## config.mk

```make
export PLATFORM = sky130hd
export DESIGN_NAME = byte_parity_guard
export DESIGN_NICKNAME = d
export VERILOG_FILES = /design/src/rtl/bpg_pkg.sv /design/src/rtl/bpg_encode.sv /design/src/rtl/bpg_check.sv /design/src/rtl/bpg_flag.sv /design/src/rtl/byte_parity_guard.sv
export SDC_FILE = /design/constraint.sdc
export NUM_CORES = 1
export LEC_CHECK = 0
export BUFFER_PORTS_ARGS = -buffer_cell sky130_fd_sc_hd__buf_2
export CAP_MARGIN = 20
export CORE_MARGIN = 2
export CORE_UTILIZATION = 47
export DETAILED_ROUTE_END_ITERATION = 10
export PLACE_DENSITY = 0.8
export SETUP_SLACK_MARGIN = 0.15
export SLEW_MARGIN = 20
export SYNTH_ARGS = -nofsm -noshare
export SYNTH_HDL_FRONTEND = slang
export SYNTH_HIERARCHICAL = 1
export SYNTH_SLANG_ARGS = --single-unit
```

## constraint.sdc

```tcl
create_clock -name clk -period 4.61 [get_ports clk]
set_input_delay 0.2305 -clock clk [delete_from_list [all_inputs] [get_ports clk]]
set_output_delay 0.2305 -clock clk [all_outputs]
set_load 0.05 [all_outputs]
```

## src/rtl/bpg_pkg.sv

```systemverilog
package bpg_pkg;
  typedef enum logic {PORT_SHARED = 1'b0, PORT_LOCAL = 1'b1} port_e;
endpackage

```

## src/rtl/bpg_encode.sv

```systemverilog
module bpg_encode #(
  parameter int LANES  = 4,
  parameter int BYTE_W = 8,
  localparam int DW = LANES * BYTE_W,
  localparam int SW = LANES * (BYTE_W + 1)
) (
  input  logic             clk,
  input  logic             rst,
  input  logic             wr_en,
  input  logic [LANES-1:0] wr_lanes,
  input  logic [DW-1:0]    wr_data,
  input  logic             inj,
  output logic             mem_wr_en,
  output logic [LANES-1:0] mem_wr_lanes,
  output logic [SW-1:0]    mem_wr_word
);
  logic [SW-1:0] word_c;

  genvar g;
  generate
    for (g = 0; g < LANES; g++) begin : g_lane
      // odd parity: the stored bit makes the count of ones odd
      assign word_c[g*(BYTE_W+1) +: BYTE_W] = wr_data[g*BYTE_W +: BYTE_W];
      assign word_c[g*(BYTE_W+1) + BYTE_W]  = ~(^wr_data[g*BYTE_W +: BYTE_W]) ^ inj;
    end
  endgenerate

  always_ff @(posedge clk) begin
    if (rst) begin
      mem_wr_en    <= 1'b0;
      mem_wr_lanes <= '0;
      mem_wr_word  <= '0;
    end else begin
      mem_wr_en <= wr_en;
      if (wr_en) begin
        mem_wr_lanes <= wr_lanes;
        mem_wr_word  <= word_c;
      end
    end
  end
endmodule

```

## src/rtl/bpg_check.sv

```systemverilog
module bpg_check #(
  parameter int LANES  = 4,
  parameter int BYTE_W = 8,
  localparam int DW = LANES * BYTE_W,
  localparam int SW = LANES * (BYTE_W + 1)
) (
  input  logic [SW-1:0]    word,
  input  logic [LANES-1:0] lanes,
  output logic [LANES-1:0] lane_bad,
  output logic [DW-1:0]    data
);
  genvar g;
  generate
    for (g = 0; g < LANES; g++) begin : g_lane
      assign data[g*BYTE_W +: BYTE_W] = word[g*(BYTE_W+1) +: BYTE_W];
      // a good lane has odd weight over its nine bits
      assign lane_bad[g] = lanes[g] & ~(^word[g*(BYTE_W+1) +: BYTE_W+1]);
    end
  endgenerate
endmodule

```

## src/rtl/bpg_flag.sv

```systemverilog
module bpg_flag (
  input  logic clk,
  input  logic rst,
  input  logic set_evt,
  input  logic wr_en,
  input  logic wr_val,
  output logic flag
);
  always_ff @(posedge clk) begin
    if (rst)          flag <= 1'b0;
    else if (set_evt) flag <= 1'b1;
    else if (wr_en)   flag <= wr_val;
  end
endmodule

```

## src/rtl/byte_parity_guard.sv

```systemverilog
module byte_parity_guard #(
  parameter int LANES  = 4,
  parameter int BYTE_W = 8,
  localparam int DW = LANES * BYTE_W,
  localparam int SW = LANES * (BYTE_W + 1)
) (
  input  logic             clk,
  input  logic             rst,
  input  logic             inj_wrong,
  input  logic             rpt_en,
  input  logic             flag_wr_en,
  input  logic             flag_wr_val,
  input  logic             wr_en,
  input  logic [LANES-1:0] wr_lanes,
  input  logic [DW-1:0]    wr_data,
  output logic             mem_wr_en,
  output logic [LANES-1:0] mem_wr_lanes,
  output logic [SW-1:0]    mem_wr_word,
  input  logic             rd_vld,
  input  logic             rd_port,
  input  logic [LANES-1:0] rd_lanes,
  input  logic [SW-1:0]    mem_rd_word,
  output logic [DW-1:0]    rd_data,
  output logic             rd_ack,
  output logic             bus_err,
  output logic             mem_err,
  output logic             err_flag
);
  import bpg_pkg::*;

  logic [LANES-1:0] lane_bad;
  logic [DW-1:0]    rd_data_c;
  logic             hit;
  logic             report;
  port_e            port;

  bpg_encode #(.LANES(LANES), .BYTE_W(BYTE_W)) u_enc (
    .clk(clk), .rst(rst), .wr_en(wr_en), .wr_lanes(wr_lanes),
    .wr_data(wr_data), .inj(inj_wrong), .mem_wr_en(mem_wr_en),
    .mem_wr_lanes(mem_wr_lanes), .mem_wr_word(mem_wr_word)
  );

  bpg_check #(.LANES(LANES), .BYTE_W(BYTE_W)) u_chk (
    .word(mem_rd_word), .lanes(rd_lanes), .lane_bad(lane_bad), .data(rd_data_c)
  );

  assign hit    = rd_vld & (|lane_bad);
  assign report = hit & rpt_en;
  assign port   = port_e'(rd_port);

  bpg_flag u_flag (
    .clk(clk), .rst(rst), .set_evt(hit), .wr_en(flag_wr_en),
    .wr_val(flag_wr_val), .flag(err_flag)
  );

  always_ff @(posedge clk) begin
    if (rst) begin
      rd_data <= '0;
      rd_ack  <= 1'b0;
      bus_err <= 1'b0;
      mem_err <= 1'b0;
    end else begin
      if (rd_vld) rd_data <= rd_data_c;
      rd_ack  <= rd_vld & ~report;
      bus_err <= report & (port == PORT_SHARED);
      mem_err <= report & (port == PORT_LOCAL);
    end
  end
endmodule

```

==> results.txt <==
- The run finished with clean final reports.
- Switching Share: slightly below 30%
- Counting flops and latches in the post-synthesis netlist gives 77.
- Antenna Nets Post-Route: 0
* Setup crit start kind: input pin
* Total number of yosys warnings: 6
- Relative to the synthesized area, the layout overhead comes to 23.47%.
- Layout fillers: a little under 700
* Global route total overflow: 0
- Yosys mapped the design onto 23 distinct sky130hd cell types.
- The core region is about 7600 um^2.
* Number of search-and-repair iterations in the first detailed-routing pass: 4
* Ranking of synthesized cells by area: sky130_fd_sc_hd__dfxtp_1 43%, sky130_fd_sc_hd__mux2i_1 20%, sky130_fd_sc_hd__nor2_1 7.5%
- In the routed design, unresolved DRC markers number 0.
* Worst Skew: 0 ns
* Cell Area, Synth: approximately 3600 um^2
- The worst path in the final design needs a cycle of 1.781 ns, including I/O delays and setup.
* Power density cells: ~400 nW/um^2
- Cell internal power was estimated by the tool at between 1 and 1.5 mW.
* Std cell rows: 32
* H-tree levels: 3
- Clock network power share: 33.5%
* Smallest hold slack: roughly 0.086 ns
- Ordered cell list for the critical path: buf_2, xnor2_1, xnor3_1, mux2i_1, or4_4, and2_1, inv_1, a21oi_1
* Max-slew violations: 0
- Sequential power share: between 40% and 50%
* Count of mapped cells out of synthesis: between 300 and 400
- The min-delay analysis places its worst path in the category in2reg.
- During placement, the flow inserted port buffers numbering between 150 and 200.
* Clock tree buffer depth: 2
- After the first detailed-routing iteration, the DRC count stood at 47.
- After layout, the worst path uses between 30% and 40% of the clock period.
- The largest total area in the synthesized netlist belongs to sky130_fd_sc_hd__dfxtp_1.
* Chip Width: between 90 and 100 um
- In this design, the stage delay of the slowest critical-path cell is roughly 0.54 ns.
- Synth Net Count: 432
* Part of the power in combinational logic: around a quarter
- Entering global routing, the biggest net connects between 70 and 80 pins.
- Initial cell density of the core: a little under half
- Cell type of the slowest stage on the worst timing path: sky130_fd_sc_hd__or4_4
* Transition time at the pin with the least slew margin: roughly 0.96 ns
- Number of buffers created by CTS: 9
- Die height: 91.76 um
- GRT Resource Usage Total: approximately 18%
* # diodes: 0
- Final core area utilization: slightly below 60%
- TritonCTS sink count: 77
- Broken down by cell family, the worst path's largest delay share belongs to simple AND/OR/NAND/NOR gates.
* Sequential-to-total area share from yosys stat: 42.59%
- Mean number of vias per cell: roughly 4.6
- Gates resized, CTS repair: 0
* Element type at the critical path end: register
- At the end of the flow, the number of nets in the layout was roughly 560.
- After legalization and detailed placement, the total HPWL measured 5.513 mm.
- The floorplan step defined a die boundary enclosing approximately 8400 um^2.
- Static leakage: around 2.4 nW
- The worst pin sits at a relative slew slack of between 30 and 40%.
- Data on the critical path is required at its endpoint by 4.79 ns.
- The initial antenna violation count was 0.
- The synthesized design devotes to its leading area cell type a little over two fifths of total area.
- Clk Latency, worst-skew pair: around 0.33 ns
- Hold_buf cts: 0
- about 160 I/O pins were placed.
- TritonCTS built the clock tree.
- The via count of the first global-routing pass is 2,688.
* Total length of routed wires: 7.343 mm
- Maximum resistive drop on vdd: approximately 230 uV
- Total Power: between 1.5 and 2 mW
* Setup repair after global routing missed its margin: no
- At the worst endpoint, the arrival time is roughly 2 ns.
- Of all nets on the critical path, the largest fanout is 2.
- In this run the post-CTS setup repair buffer count came out at 0.
- Timing would allow up to 561.5 MHz.
- A synthesized cell averages 10.43 um^2.
* Maximum Capacitance Violations: 0
- Final setup violation count: 0
* CP bufs+invs: 2
- The post-route netlist has 37.26% of its cells at a drive strength greater than 1.
- Cell at the root of the clock tree: sky130_fd_sc_hd__clkbuf_8
* Switching power total: 531.1 uW
* Clock-pin slew on the worst setup and hold paths: approximately 0.070 ns
- Average routed wire per standard cell: around 13 um
- Final Hold Fails: 0
- The critical path is of the in2reg type.
* Routability cong.: 0.7065
* Vias: 2,660
- Summed over all failing endpoints, the final setup total negative slack is 0 ns.
* Global-route wire length before repair: 11.88 mm
-- power by group through the flow --
stage	Combinational [mW]	Sequential, mW	Clock, mW
2_1_floorplan	0.216	0.896	0
3_3_place_gp	0.459	0.742	0
3_5_place_dp	0.467	0.743	0
4_1_cts	0.468	0.729	0.621
5_1_grt	0.496	0.734	0.648
6_report	0.464	0.729	0.601
-- logic make-up after synthesis --
kind of cell | Yosys count | synth area share [%]
compound gates | 6 | 1.106
xor+xnor | 48 | 16.32
buf+inv | 55 | 9.748
flops | 77 | 42.59
mux | 73 | 20.19
simple gates | 88 | 10.06
-- state kept, by name (all words and copies together), names as in the netlist --
| name | cells |
|---|---|
| mem_err | 1 |
| u_enc/mem_wr_en | 1 |
| u_enc/mem_wr_lanes | 4 |
| rd_ack | 1 |
| bus_err | 1 |
| u_enc/mem_wr_word | 36 |
| u_flag/flag | 1 |
| rd_data | 32 |
-- routing by layer --
| metal | share of wire [%] | wire, um | track usage (%) | vias up |
|---|---|---|---|---|
| met1 | 43 | 3175 | 20.34 | 1186 |
| li1 | - | - | - | 1343 |
| met3 | 9.3 | 683 | 5.834 | 10 |
| met2 | 46 | 3397 | 30.09 | 121 |
| met5 | 0 | 0 | 0 | - |
| met4 | 1.2 | 87 | 7.090 | 0 |
-- layout by cell type, fill, tap and decap left out, types with 5 or more instances in the layout --
cell                       count
sky130_fd_sc_hd__inv_1         5
sky130_fd_sc_hd__dfxtp_1      77
sky130_fd_sc_hd__xnor2_1      28
sky130_fd_sc_hd__nand2_1       5
sky130_fd_sc_hd__xnor3_1       8
sky130_fd_sc_hd__buf_2       160
sky130_fd_sc_hd__mux2i_1      73
sky130_fd_sc_hd__xor2_1        8
sky130_fd_sc_hd__clkbuf_8     10
sky130_fd_sc_hd__nor2_1       72
-- through the flow --
| stage | area (um^2) | setup WS [ns] | instances |
|---|---|---|---|
| after floorplan | 3620 | 2.823 | 347 |
| after global placement | 4227 | 2.532 | 561 |
| after detailed placement | 4227 | 2.507 | 561 |
| after CTS | 4467 | 2.874 | 577 |
| after global routing | 4469 | 2.740 | 577 |
| final | 4469 | 2.829 | 577 |
-- final cells by class --
cell class                      count  area, um^2  area share (%)
Clock inverter                      4       95.09           2.128
Multi-Input combinational cell    215        1725           38.61
Tap cell                          102       127.6           2.856
Sequential cell                    77        1541           34.49
Inverter                            5       18.77          0.4199
Timing Repair Buffer              162       815.8           18.25
Clock buffer                       12       145.1           3.247
-- synthesized netlist by cell type (all sizes together) --
library cell	number
nor4	1
and2	1
clkbuf	8
xor3	4
a21oi	2
a211oi	4
xnor2	28
dfxtp	77
nor2b	1
nor2	72
nor4b	1
nor3	1
xor2	8
inv	5
mux2i	73
or4	1
xnor3	8
or2	4
buf	42
nand2b	1
nand2	5
-- final timing paths --
kind                                                          from                            endpoint  slack, ns  depth (start not counted)
worst max-delay path                               mem_rd_word[15]            u_flag/flag$_SDFFE_PP0P_       2.83                          8
worst min-delay path                                       rd_port                  bus_err$_SDFF_PP0_       0.09                          2
worst max register to register  u_enc/mem_wr_word[17]$_SDFFE_PP0P_  u_enc/mem_wr_word[17]$_SDFFE_PP0P_       3.89                          2
worst min register to register   u_enc/mem_wr_word[8]$_SDFFE_PP0P_   u_enc/mem_wr_word[8]$_SDFFE_PP0P_       0.48                          2
-- worst register-to-register path, delay by kind of cell (launching register included) --
| kind | cells | cell delay, ns |
|---|---|---|
| AO/OA/AOI/OAI | 1 | 0.23 |
| flip-flops | 1 | 0.35 |
| AND/OR/NAND/NOR | 1 | 0.05 |
Note: power is estimated with default switching activity, not from simulation.
